===== config.mk =====
export PLATFORM = sky130hd
export DESIGN_NAME = seg_xlat_top
export DESIGN_NICKNAME = d
export VERILOG_FILES = /design/src/rtl/seg_xlat_pkg.sv /design/src/rtl/seg_xlat_regs.sv /design/src/rtl/seg_xlat_calc.sv /design/src/rtl/seg_xlat_rsp.sv /design/src/rtl/seg_xlat_top.sv
export SDC_FILE = /design/constraint.sdc
export NUM_CORES = 1
export LEC_CHECK = 0
export CAP_MARGIN = 20
export CORE_AREA = 3 3 165 207
export CTS_BUF_LIST = sky130_fd_sc_hd__clkbuf_2
export DETAILED_ROUTE_END_ITERATION = 7
export DIE_AREA = 0 0 168 210
export PLACE_DENSITY = 0.69
export SLEW_MARGIN = 20
export SYNTH_ARGS = -nofsm -noshare
export SYNTH_HDL_FRONTEND = slang
export SYNTH_SLANG_ARGS = --single-unit

===== constraint.sdc =====
create_clock -name clk_i -period 4.75 [get_ports clk_i]
set_input_delay 0.95 -clock clk_i [delete_from_list [all_inputs] [get_ports clk_i]]
set_output_delay 0.95 -clock clk_i [all_outputs]
set_load 0.05 [all_outputs]

===== src/rtl/seg_xlat_pkg.sv =====
package seg_xlat_pkg;

  localparam int unsigned NUM_REGS = 4;
  localparam int unsigned SEL_W    = $clog2(NUM_REGS);

  typedef enum logic [SEL_W-1:0] {
    SEL_BASE_A = 2'd0,
    SEL_LEN_A  = 2'd1,
    SEL_BASE_B = 2'd2,
    SEL_LEN_B  = 2'd3
  } cfg_sel_e;

endpackage


===== src/rtl/seg_xlat_regs.sv =====
module seg_xlat_regs
  import seg_xlat_pkg::*;
#(
  parameter int unsigned AW = 32
) (
  input  logic             clk_i,
  input  logic             rst_ni,
  input  logic             we_i,
  input  logic [SEL_W-1:0] sel_i,
  input  logic [AW-1:0]    data_i,
  output logic [AW-1:0]    base_a_o,
  output logic [AW-1:0]    len_a_o,
  output logic [AW-1:0]    base_b_o,
  output logic [AW-1:0]    len_b_o
);

  logic [NUM_REGS-1:0][AW-1:0] reg_q;

  for (genvar g = 0; g < NUM_REGS; g++) begin : g_reg
    always_ff @(posedge clk_i or negedge rst_ni) begin
      if (!rst_ni) begin
        reg_q[g] <= '0;
      end else if (we_i && (sel_i == SEL_W'(g))) begin
        reg_q[g] <= data_i;
      end
    end
  end

  assign base_a_o = reg_q[SEL_BASE_A];
  assign len_a_o  = reg_q[SEL_LEN_A];
  assign base_b_o = reg_q[SEL_BASE_B];
  assign len_b_o  = reg_q[SEL_LEN_B];

endmodule


===== src/rtl/seg_xlat_calc.sv =====
module seg_xlat_calc #(
  parameter int unsigned AW = 32
) (
  input  logic [AW-1:0] vaddr_i,
  input  logic [AW-1:0] base_a_i,
  input  logic [AW-1:0] len_a_i,
  input  logic [AW-1:0] base_b_i,
  input  logic [AW-1:0] len_b_i,
  output logic [AW-1:0] paddr_o,
  output logic          fault_o
);

  localparam int unsigned SW = AW + 1;

  logic [SW-1:0] span;
  logic          hit_a;
  logic          hit_b;
  logic [AW-1:0] pa_a;
  logic [AW-1:0] off_b;
  logic [AW-1:0] pa_b;

  // widened sum: no wrap into a small legal range
  assign span  = {1'b0, len_a_i} + {1'b0, len_b_i};
  assign hit_a = vaddr_i < len_a_i;
  assign hit_b = !hit_a && ({1'b0, vaddr_i} < span);

  assign pa_a  = vaddr_i + base_a_i;
  assign off_b = vaddr_i - len_a_i;
  assign pa_b  = off_b + base_b_i;

  always_comb begin
    paddr_o = '0;
    fault_o = 1'b0;
    if (hit_a) begin
      paddr_o = pa_a;
    end else if (hit_b) begin
      paddr_o = pa_b;
    end else begin
      fault_o = 1'b1;
    end
  end

endmodule


===== src/rtl/seg_xlat_rsp.sv =====
module seg_xlat_rsp #(
  parameter int unsigned AW = 32
) (
  input  logic          clk_i,
  input  logic          rst_ni,
  input  logic          valid_i,
  input  logic [AW-1:0] paddr_i,
  input  logic          fault_i,
  output logic          valid_o,
  output logic [AW-1:0] paddr_o,
  output logic          fault_o
);

  always_ff @(posedge clk_i or negedge rst_ni) begin
    if (!rst_ni) begin
      valid_o <= 1'b0;
      paddr_o <= '0;
      fault_o <= 1'b0;
    end else begin
      valid_o <= valid_i;
      paddr_o <= valid_i ? paddr_i : '0;
      fault_o <= valid_i && fault_i;
    end
  end

endmodule


===== src/rtl/seg_xlat_top.sv =====
module seg_xlat_top
  import seg_xlat_pkg::*;
#(
  parameter int unsigned AW = 32
) (
  input  logic          clk_i,
  input  logic          rst_ni,
  input  logic          cfg_we_i,
  input  logic [1:0]    cfg_sel_i,
  input  logic [AW-1:0] cfg_data_i,
  input  logic          req_valid_i,
  input  logic [AW-1:0] req_vaddr_i,
  output logic          rsp_valid_o,
  output logic [AW-1:0] rsp_paddr_o,
  output logic          rsp_fault_o
);

  logic [AW-1:0] base_a;
  logic [AW-1:0] len_a;
  logic [AW-1:0] base_b;
  logic [AW-1:0] len_b;
  logic [AW-1:0] xl_paddr;
  logic          xl_fault;

  seg_xlat_regs #(.AW(AW)) u_regs (
    .clk_i    (clk_i),
    .rst_ni   (rst_ni),
    .we_i     (cfg_we_i),
    .sel_i    (cfg_sel_i),
    .data_i   (cfg_data_i),
    .base_a_o (base_a),
    .len_a_o  (len_a),
    .base_b_o (base_b),
    .len_b_o  (len_b)
  );

  seg_xlat_calc #(.AW(AW)) u_calc (
    .vaddr_i  (req_vaddr_i),
    .base_a_i (base_a),
    .len_a_i  (len_a),
    .base_b_i (base_b),
    .len_b_i  (len_b),
    .paddr_o  (xl_paddr),
    .fault_o  (xl_fault)
  );

  seg_xlat_rsp #(.AW(AW)) u_rsp (
    .clk_i   (clk_i),
    .rst_ni  (rst_ni),
    .valid_i (req_valid_i),
    .paddr_i (xl_paddr),
    .fault_i (xl_fault),
    .valid_o (rsp_valid_o),
    .paddr_o (rsp_paddr_o),
    .fault_o (rsp_fault_o)
  );

endmodule


==> summary.md, run 1 <==
| Metric | Value |
|---|---|
| Status | `finished, final reports clean` |
| DR iter-0 viols | `604` |
| Worst Tran Pin Value | `907 ps` |
| Post-Synthesis Net Count | `1550` |
| FMAX | `213 MHz` |
| GRT met2 Usage | `35.4%` |
| Flops & latches, synth | `162` |
| Nets | `1786` |
| Slew Viols, Final | `0` |
| R2R Path Start | `u_regs.len_b_o[5]` |
| Core Box Area | `32500 um2` |
| Flop2flop setup slack | `50 ps` |
| Crit-path cells | `ha_1, a21oi_2, o21ai_1, or3_1, o21ai_1, buf_4, a31oi_1, a211oi_1, buf_4, o22ai_2, o21ai_0, nand2b_1, xnor2_1, ha_1, o21a_1, o21ai_1, a21oi_1, o31ai_1, o21ai_2, and2_2, or3_1, a21boi_0` |
| Synthesized area | `12900 um2` |
| CP startpoint | `u_regs.len_b_o[5]` |
| Max-cap violation count | `0` |
| Final worst path period share | `99.0%` |
| Final setup fails | `0` |
| Avg Vias per Cell | `5.36` |
| I/O pins | `104` |
| Initial Utilization | `39.6%` |
| Worst Path Arrival | `5540 ps` |
| P_leak | `7.72 nW` |
| Placed Cells | `1904` |
| CTS tree | `yes` |
| Die Width | `168 um` |
| Crit-path max FO | `8` |
| Area Overhead vs Synth | `23.4%` |
| HP Class | `flip-flop to flip-flop` |
| Largest area contributor in the netlist | `dfrtp_1` |
| Worst hold endpoint | `u_regs.base_b_o[27]` |
| Avg Cell Area, Syn | `9.97 um2` |
| Post-route ant nets | `0` |
| Number of synthesized flops with an enable pin | `0` |
| DP Worst Slack | `-351 ps` |
| Hold Fails Final Rpt | `0` |
| M1 GR Usage | `24.6%` |
| Element type at the critical path end | `flip-flop` |
| Global routing usage on met3 | `3.15%` |
| Cell count after synthesis | `1290` |
| DR pass1 iterations | `5` |
| Unrepaired setup endpoints after global routing | `yes` |
| Reg clk slew, reported paths | `270 ps` |
| # DRC | `0` |
| Warnings, synthesis | `0` |
| Worst path slowest cell | `dfrtp_1` |
| Non-Filler Instances | `1958` |
| Share of layout cells above drive strength 1 | `22.9%` |
| Max-slew headroom | `38.7%` |
| Vias in the first global route | `11000` |
| Reg2Reg Depth | `22` |
| Clock Latency Late Sink | `910 ps` |
| Synth top area cells | `dfrtp_1 32%, ha_1 15%, mux2_2 11%` |
| Die Y | `210 um` |
| Final worst slack | `49.7 ps` |
| Cell Pwr Density | `531 nW/um2` |
| Drt total wl | `35600 um` |
| DP HPWL | `28000 um` |
| GR Overflow Total | `0` |
| Layout Skew | `62.8 ps` |
| Clock sink count | `162` |
| Largest net degree at the start of global routing | `86` |
| Slowest stage delay, CP | `450 ps` |
| Layer with the highest usage | `met2` |
| Most used cell, CP | `o21ai_1` |
| Fin crit period | `4700 ps` |
| Max IR drop VDD | `0.431 mV` |
| Yosys cell types | `72` |
| Site Rows | `74` |
| Hold path cells | `1` |
| Ys async rst share | `100%` |
| Wire length per cell | `18.2 um` |
| Htree depth | `4` |
| Top-area cell type share of the netlist area | `31.5%` |
| Post-synthesis sequential area ratio | `31.5%` |
| Clock buffer depth | `2` |
| HP Start | `u_regs.base_b_o[27]` |
| Via count | `10500` |
| Filler cells | `2978` |
| PortBufs | `103` |
| Capture point of the worst reg-to-reg path | `u_rsp.paddr_o[4]` |
| Critical path type | `flip-flop to flip-flop` |
| CTS buffer count | `17` |
| Critical Path RT | `5590 ps` |
| First-pass GRT wire length | `56600 um` |
| Initial antenna violation count | `1` |
| Crit path launch type | `flip-flop` |
| Die Area | `35300 um2` |
| Clock root cell | `clkbuf_2` |
| Hold slack | `535 ps` |
| Synth Flop Type | `dfrtp_1` |
| GRT Util Overall | `20.3%` |
| Final GP Congestion | `0.926` |
-- registers in the layout (all words and copies together) (netlist names) --
signal           flops
u_regs.base_a_o     32
u_regs.base_b_o     32
u_regs.len_a_o      32
u_regs.len_b_o      32
u_rsp.paddr_o       32
u_rsp.fault_o        1
u_rsp.valid_o        1
-- how the worst max path moves through the flow --
stage,to,slack [ps]
floorplan,u_rsp.paddr_o[17],80
global placement,u_rsp.paddr_o[19],-90
detailed placement,u_rsp.paddr_o[19],-350
CTS,u_rsp.paddr_o[16],2
global route,u_rsp.paddr_o[30],-150
finish,u_rsp.paddr_o[4],50
-- cells by family (layout without fill, tap and decap cells) --
| group | count (synthesis) | in the layout | synth area share, % |
|---|---|---|---|
| adders and majority gates | 190 | 190 | 20.4 |
| muxes | 128 | 128 | 11.2 |
| other | 0 | 1 | 0 |
| buffers and inverters | 187 | 435 | 5.55 |
| AOI/OAI and AO/OA | 317 | 317 | 16.7 |
| and+or+nand+nor | 219 | 220 | 8.72 |
| xor gates and xnor gates | 87 | 87 | 5.92 |
| DFF | 162 | 162 | 31.5 |
-- worst max-delay path, delay by kind of cell, from the launching register on --
kind / cells / cell delay, ps
AOI/OAI and AO/OA: 13 / 2080
buffers and inverters: 2 / 320
xor gates and xnor gates: 1 / 130
DFF: 1 / 450
adders and majority gates: 2 / 550
and+or+nand+nor: 4 / 1120
-- layout by cell type, fill, tap and decap left out, types with 17 or more instances in the layout --
master and n:
xnor2_1 43, a21o_1 56, buf_4 127, nor2_1 28, a21oi_1 81, xor2_1 44, clkbuf_2 17, inv_1 166
o21ai_0 29, mux2_2 128, dfrtp_1 162, clkdlybuf4s50_1 102, fa_1 32, nand2_1 64, ha_1 155
-- power breakdown --
group	leakage [nW]	internal, W	switching (W)
Sequential	1.96	0.00170	0.000243
Combinational	5.62	0.00258	0.00307
Clock	0.147	0.000290	0.000540
-- stage by stage --
step | utilization, % | area, um2 | total power (W) | setup TNS, ps
floorplan | - | 12900 | 0.00544 | 0
global placement | 46.9 | 15200 | 0.00721 | -1130
detailed placement | 46.9 | 15200 | 0.00731 | -5850
CTS | 48.3 | 15700 | 0.00824 | 0
global route | 48.8 | 15900 | 0.00906 | -1570
finish | 48.8 | 15900 | 0.00842 | 0
-- metal layers --
metal,vias to the layer above,part of all wire [%]
met1,5138,42
li1,5044,-
met2,238,50
met5,-,0
met3,81,3.4
met4,0,4.4
-- final cells by class --
| type | count | area, um2 | area share, % |
|---|---|---|---|
| Inverter | 166 | 623 | 3.93 |
| Timing Repair Buffer | 237 | 2090 | 13.2 |
| Multi-Input combinational cell | 942 | 8330 | 52.5 |
| Antenna cell | 1 | 2.50 | 0.0158 |
| Sequential cell | 162 | 4050 | 25.5 |
| Clock buffer | 17 | 85.1 | 0.536 |
| Clock inverter | 15 | 166 | 1.05 |
| Tap cell | 418 | 523 | 3.29 |
-- cells in the mapped netlist (8+ instances only) --
library cell  instances
xnor2_1              43
nor2b_1              16
nor2_1               31
a21o_1               56
mux2_2              128
nand2_1              65
nor3_1               16
ha_1                157
xor2_1               44
nand3_1              16
nand2b_1             12
or3_1                15
a211oi_1             10
a21oi_1              89
a31oi_1              12
clkbuf_1             13
a21boi_0             13
nand4_1              12
o21bai_1             13
inv_1               166
o21a_1               12
fa_1                 33
o211ai_1              8
dfrtp_1             162
o21ai_0              37
o22ai_1              10
-- timing repair --
item	4_1_cts	5_1_grt
setup buffers	17	5
endpoints found under the setup margin	32	33
pin swaps	21	27
hold endpoints to repair	2	0
cloned	0	1
gates resized for setup	27	34
hold buffers	1	0
Power figures use the tool's default switching activity.
==> run 2, diff against run 1 <==
--- a/config.mk
+++ b/config.mk
@@ -11,6 +11,7 @@
 export DETAILED_ROUTE_END_ITERATION = 7
 export DIE_AREA = 0 0 168 210
 export PLACE_DENSITY = 0.69
+export SKIP_LAST_GASP = 1
 export SLEW_MARGIN = 20
 export SYNTH_ARGS = -nofsm -noshare
 export SYNTH_HDL_FRONTEND = slang
==> run 2 against run 1 <==
Worst hold slack hardly changed. Die area stayed put. Sequential power hardly changed. Combinational power is essentially flat. Critical path type unchanged.
==> summary.md, run 2 (synthesis results as in run 1) <==
| Metric | Value |
|---|---|
| CTS buffer count | `17 (unchanged)` |
| Crit path launch type | `flip-flop` |
| Vias in the first global route | `11000 (+0.055%)` |
| Placed Area | `15200 um2 (unchanged)` |
| Wire length per cell | `18.2 um (about the same)` |
| Final setup fails | `0 (unchanged)` |
| Cell Pwr Density | `532 nW/um2 (+0.21%)` |
| Global routing usage on met3 | `3.15% (unchanged)` |
| Area Overhead vs Synth | `23.5% (about the same)` |
| Clock buffer depth | `2 (unchanged)` |
| DP HPWL | `28000 um (unchanged)` |
| DR pass1 iterations | `8 (+3)` |
| Most common cell after layout, fill and taps aside | `inv_1` |
| GR Overflow Total | `0 (unchanged)` |
| Final worst slack | `108 ps (+58.4 ps)` |
| Htree depth | `4 (unchanged)` |
| Post-route ant nets | `0 (unchanged)` |
| Final worst path period share | `97.7% (-1.2 points)` |
| Nets | `1788 (+0.11%)` |
| Reg clk slew, reported paths | `250 ps (-20 ps)` |
| Critical path type | `flip-flop to flip-flop` |
| Reg2Reg Depth | `23 (+4.5%)` |
| Die Y | `210 um (unchanged)` |
| Via count | `10600 (+0.67%)` |
| Hold Fails Final Rpt | `0 (unchanged)` |
| Drt total wl | `35700 um (+0.15%)` |
| Worst Tran Pin Value | `961 ps (+53.8 ps)` |
| Layout Utilization | `48.9% (about the same)` |
| Die Area | `35300 um2 (unchanged)` |
| Fin crit period | `4640 ps (-58.4 ps)` |
| HP Class | `flip-flop to flip-flop` |
| GRT met2 Usage | `35.4% (about the same)` |
| First-pass GRT wire length | `56600 um (about the same)` |
| Avg Vias per Cell | `5.39 (+0.56%)` |
| DP Worst Slack | `-351 ps (unchanged)` |
| DR iter-0 viols | `660 (+9.3%)` |
| Element type at the critical path end | `flip-flop` |
| Die Width | `168 um (unchanged)` |
| Flop2flop setup slack | `110 ps (+60 ps)` |
| Final GP Congestion | `0.926 (unchanged)` |
| GRT Util Overall | `20.3% (about the same)` |
| Initial Utilization | `39.6% (unchanged)` |
| PortBufs | `103 (unchanged)` |
| CTS tree | `yes` |
| Critical Path RT | `5570 ps (-20 ps)` |
| Largest net degree at the start of global routing | `86 (unchanged)` |
| CP startpoint | `u_regs.len_b_o[0]` |
| Site Rows | `74 (unchanged)` |
| Crit-path max FO | `8 (unchanged)` |
| FMAX | `215 MHz (+1.3%)` |
| Capture point of the worst reg-to-reg path | `u_rsp.paddr_o[11]` |
| R2R Path Start | `u_regs.len_b_o[0]` |
| Clock sink count | `162 (unchanged)` |
| Most frequent cells in the layout | `166 x inv_1, 162 x dfrtp_1, 155 x ha_1` |
| Max-slew headroom | `35.1% (-3.6 points)` |
| Share of layout cells above drive strength 1 | `23.0% (+0.10 points)` |
| P_leak | `7.73 nW (+0.11%)` |
| Clock root cell | `clkbuf_2` |
| I/O pins | `104 (unchanged)` |
| Crit path to | `u_rsp.paddr_o[11]` |
| Status | `finished, final reports clean` |
| Max IR drop VDD | `0.431 mV (about the same)` |
| Post-route cell area | `15900 um2 (about the same)` |
| M1 GR Usage | `24.6% (unchanged)` |
| Layer with the highest usage | `met2` |
| Unrepaired setup endpoints after global routing | `yes` |
| Worst Path Arrival | `5470 ps (-70 ps)` |
| Max-cap violation count | `0 (unchanged)` |
| # DRC | `0 (unchanged)` |
| Clock Latency Late Sink | `900 ps (about the same)` |
| Slew Viols, Final | `0 (unchanged)` |
| Layout Skew | `55.0 ps (-7.76 ps)` |
| Post-route setup TNS | `0 ps (unchanged)` |
| Initial antenna violation count | `1 (unchanged)` |
| Hold slack | `535 ps (-0.0480 ps)` |
| Core Box Area | `32500 um2 (unchanged)` |
[run 2: cell types whose count changed in the layout (fill, tap and decap cells not counted), sizes merged]
cell,change
buf,+2
[run 2: where the power goes]
part | leakage [nW] | switching (W) | internal (W) | total, W
logic | 5.62 | 0.00308 | 0.00260 | 0.00568
clock network | 0.147 | 0.000537 | 0.000290 | 0.000827
registers | 1.96 | 0.000242 | 0.00170 | 0.00194
[run 2: timing repair]
item / in CTS / in global routing
pin swaps: 21 / 46
cloned: 0 / 1
hold buffers: 1 / 0
gates resized for setup: 26 / 36
buffers inserted: 17 / 6
hold endpoints to repair: 2 / 0
endpoints found under the setup margin: 32 / 33
[run 2: per-layer routing]
layer	part of all wire [%]	vias to the layer above
met1	42	5172
li1	-	5053
met2	50	264
met5	0	-
met4	4.5	0
met3	4.0	82
[run 2: how the worst min path moves through the flow]
stage                             start             endpoint  slack [ps]  depth (start not counted)
floorplan            u_regs.base_b_o[0]   u_regs.base_b_o[0]         480                          1
detailed placement  u_regs.base_b_o[27]  u_regs.base_b_o[27]         490                          1
CTS                 u_regs.base_b_o[30]  u_regs.base_b_o[30]         540                          1
finish              u_regs.base_b_o[27]  u_regs.base_b_o[27]         540                          1
global route        u_regs.base_b_o[30]  u_regs.base_b_o[30]         550                          1
global placement     u_regs.base_b_o[3]   u_regs.base_b_o[3]         490                          1
[run 2: worst max-delay path, stage by stage, from the launching register on]
cell and delay (ps):
dfrtp_1 450, ha_2 190, fa_2 360, a211oi_2 210
o21bai_1 120, a21oi_2 200, o211a_1 250, nor3_2 80
or2_4 250, o41ai_4 230, o21a_1 200, buf_4 120
xor2_1 140, ha_1 260, nand4_1 100, nor2_2 60
o2111ai_2 80, a31oi_1 80, o31ai_1 290, o21ai_2 120
buf_4 160, and2_4 190, or3_1 310, a21boi_1 160
[run 2: final cells by class]
class	instances	area, um2
clock buffer	17	85.1
clock inverter	15	166
timing repair buffer	239	2100
fill	2981	16600
sequential	162	4050
multi-input combinational	942	8330
tap	418	523
inverter	166	623
antenna	1	2.50
[run 2: metrics by stage]
stage	instances	total power, W
final	1960	0.00845
after global routing	1960	0.00909
after CTS	1953	0.00824
after detailed placement	1904	0.00731
after global placement	1904	0.00721
after floorplan	1290	0.00544
==> run 3, diff against run 2 <==
--- a/config.mk
+++ b/config.mk
@@ -12,7 +12,7 @@
 export DIE_AREA = 0 0 168 210
 export PLACE_DENSITY = 0.69
 export SKIP_LAST_GASP = 1
-export SLEW_MARGIN = 20
 export SYNTH_ARGS = -nofsm -noshare
 export SYNTH_HDL_FRONTEND = slang
 export SYNTH_SLANG_ARGS = --single-unit
+export TNS_END_PERCENT = 5
==> run 3 against run 2 <==
Final cell count barely moved. Fmax fell by 1.5%. Via count shrank 0.16%. Worst hold slack about the same. Utilization decreased by 0.073 points. Critical endpoint is now u_rsp.paddr_o[19].
==> summary.md, run 3 (synthesis results as in run 1) <==
| Metric | Value |
|---|---|
| Status | `finished, final reports clean` |
| Layout Utilization | `48.8% (-0.073 points)` |
| Post-route cell area | `15900 um2 (-0.15%)` |
| Critical Path RT | `5530 ps (-40 ps)` |
| Die Area | `35300 um2 (unchanged)` |
| GR Overflow Total | `0 (unchanged)` |
| Wire length per cell | `18.1 um (-0.36%)` |
| Worst path slowest cell | `dfrtp_1` |
| Initial Utilization | `39.6% (unchanged)` |
| Most common cell after layout, fill and taps aside | `inv_1` |
| Element type at the critical path end | `flip-flop` |
| Most used cell, CP | `buf_4` |
| DR iter-0 viols | `655 (-0.76%)` |
| Die Y | `210 um (unchanged)` |
| Flop pwr share | `23.0% (about the same)` |
| Crit path launch type | `flip-flop` |
| Nets | `1787 (-0.056%)` |
| Hold slack | `535 ps (-0.385 ps)` |
| Die Width | `168 um (unchanged)` |
| Non-Filler Instances | `1959 (-0.051%)` |
| FMAX | `212 MHz (-1.5%)` |
| GRT Util Overall | `20.3% (about the same)` |
| Clk pwr share | `9.8% (about the same)` |
| Max-slew headroom | `34.3% (-0.79 points)` |
| Clock Latency Late Sink | `890 ps (about the same)` |
| Max IR drop VDD | `0.437 mV (+1.4%)` |
| Drt total wl | `35500 um (-0.41%)` |
| Worst hold endpoint | `u_regs.base_b_o[30]` |
| Avg Vias per Cell | `5.39 (-0.11%)` |
| HP Start | `u_regs.base_b_o[30]` |
| Clock buffer depth | `2 (unchanged)` |
| # DRC | `0 (unchanged)` |
| Hold Fails Final Rpt | `0 (unchanged)` |
| Reg clk slew, reported paths | `240 ps (about the same)` |
| Final setup fails | `0 (unchanged)` |
| Vias in the first global route | `11000 (+0.0091%)` |
| CTS buffer count | `17 (unchanged)` |
| Final GP Congestion | `0.926 (unchanged)` |
| Comb pwr share | `67.2% (about the same)` |
| Reg2Reg Depth | `27 (+17%)` |
| R2R Path Start | `u_regs.len_b_o[0]` |
| CTS tree | `yes` |
| Cell Pwr Density | `531 nW/um2 (about the same)` |
| Sw Share | `45.5% (-0.26 points)` |
| Final worst path period share | `99.2% (+1.5 points)` |
| Unrepaired setup endpoints after global routing | `yes` |
| Fin crit period | `4710 ps (+69.2 ps)` |
| Area Overhead vs Synth | `23.3%` |
| Share of layout cells above drive strength 1 | `22.6% (-0.44 points)` |
| Largest net degree at the start of global routing | `86 (unchanged)` |
| Clock root cell | `clkbuf_2` |
| Site Rows | `74 (unchanged)` |
| Most frequent cells in the layout | `166 x inv_1, 162 x dfrtp_1, 155 x ha_1` |
| P_leak | `7.73 nW (about the same)` |
| DR pass1 iterations | `5 (-3)` |
| Slowest stage delay, CP | `450 ps (about the same)` |
| Critical path type | `flip-flop to flip-flop` |
| Placed Cells | `1904 (unchanged)` |
| Placed Area | `15200 um2 (unchanged)` |
| Htree depth | `4 (unchanged)` |
| Core Box Area | `32500 um2 (unchanged)` |
| Slew Viols, Final | `0 (unchanged)` |
| Internal | `0.00460 W (+0.25%)` |
| Max-cap violation count | `0 (unchanged)` |
| Initial antenna violation count | `1 (unchanged)` |
| First-pass GRT wire length | `56600 um (about the same)` |
| Worst Path Arrival | `5490 ps (+20 ps)` |
| Clock sink count | `162 (unchanged)` |
| PortBufs | `103 (unchanged)` |
| HP Class | `flip-flop to flip-flop` |
| Worst Tran Pin Value | `973 ps (+11.7 ps)` |
| Via count | `10600 (-0.16%)` |
| I/O pins | `104 (unchanged)` |
| Crit-path max FO | `8 (unchanged)` |
| Sw power | `0.00383 W (-0.81%)` |
| Flop2flop setup slack | `40 ps (-70 ps)` |
| Capture point of the worst reg-to-reg path | `u_rsp.paddr_o[19]` |
| Hold path cells | `1 (unchanged)` |
| Post-route setup TNS | `0 ps (unchanged)` |
| Post-route ant nets | `0 (unchanged)` |
| Layout Skew | `58.3 ps (+3.25 ps)` |
| DP HPWL | `28000 um (unchanged)` |
==> run 3: power by group through the flow <==
stage / combinational, W / clock [W] / sequential, W
after floorplan: 0.00316 / 0 / 0.00228
after global placement: 0.00526 / 0 / 0.00196
after detailed placement: 0.00534 / 0 / 0.00196
after CTS: 0.00549 / 0.000845 / 0.00194
after global routing: 0.00620 / 0.000899 / 0.00197
final: 0.00566 / 0.000827 / 0.00194
==> run 3: worst max-delay path, delay by kind of cell (launching register included) <==
kind	cells	cell delay, ps
AO/OA/AOI/OAI	6	1330
buffers and inverters	15	1830
AND/OR/NAND/NOR	4	470
adder cells (fa/ha/maj)	2	550
flip-flops	1	450
==> run 3: worst max-delay path by stage <==
stage                                  from           endpoint  slack (ps)  cells past startpoint
after floorplan           u_regs.len_a_o[0]  u_rsp.paddr_o[17]          80                     22
after global placement    u_regs.len_a_o[0]  u_rsp.paddr_o[19]         -90                     24
after detailed placement  u_regs.len_a_o[0]  u_rsp.paddr_o[19]        -350                     24
after CTS                 u_regs.len_b_o[0]  u_rsp.paddr_o[30]         -40                     22
after global routing      u_regs.len_b_o[0]  u_rsp.paddr_o[19]         -90                     24
final                     u_regs.len_b_o[0]  u_rsp.paddr_o[19]          40                     27
==> run 3: through the flow <==
step           setup WS, ps  power (W)
2_1_floorplan          81.2    0.00544
3_3_place_gp          -91.2    0.00721
3_5_place_dp           -351    0.00731
4_1_cts               -38.4    0.00827
5_1_grt               -92.1    0.00907
6_report               39.0    0.00843
==> run 3: final cells by class <==
cell class | count | area, um2
Clock inverter | 15 | 166
Multi-Input combinational cell | 941 | 8270
Tap cell | 418 | 523
Sequential cell | 162 | 4050
Timing Repair Buffer | 239 | 2130
Inverter | 166 | 623
Fill cell | 2981 | 16600
Clock buffer | 17 | 85.1
Antenna cell | 1 | 2.50
==> run 3: timing repair <==
| item | 4_1_cts | 5_1_grt |
|---|---|---|
| resized for setup | 24 | 27 |
| cloned | 0 | 1 |
| setup endpoints to repair | 32 | 33 |
| hold buffers | 1 | 0 |
| setup buffers | 17 | 2 |
| endpoints found under the hold margin | 2 | 0 |
| pin swaps | 20 | 26 |
==> run 3: layer usage <==
layer / wire [um] / GRT usage (%) / part of all wire [%] / vias to the layer above
met5: 0 / 0 / 0 / -
met4: 1600 / 9.71 / 4.5 / 0
met2: 17900 / 35.4 / 50 / 248
met1: 14800 / 24.6 / 42 / 5173
li1: - / - / - / 5054
met3: 1320 / 3.15 / 3.7 / 79
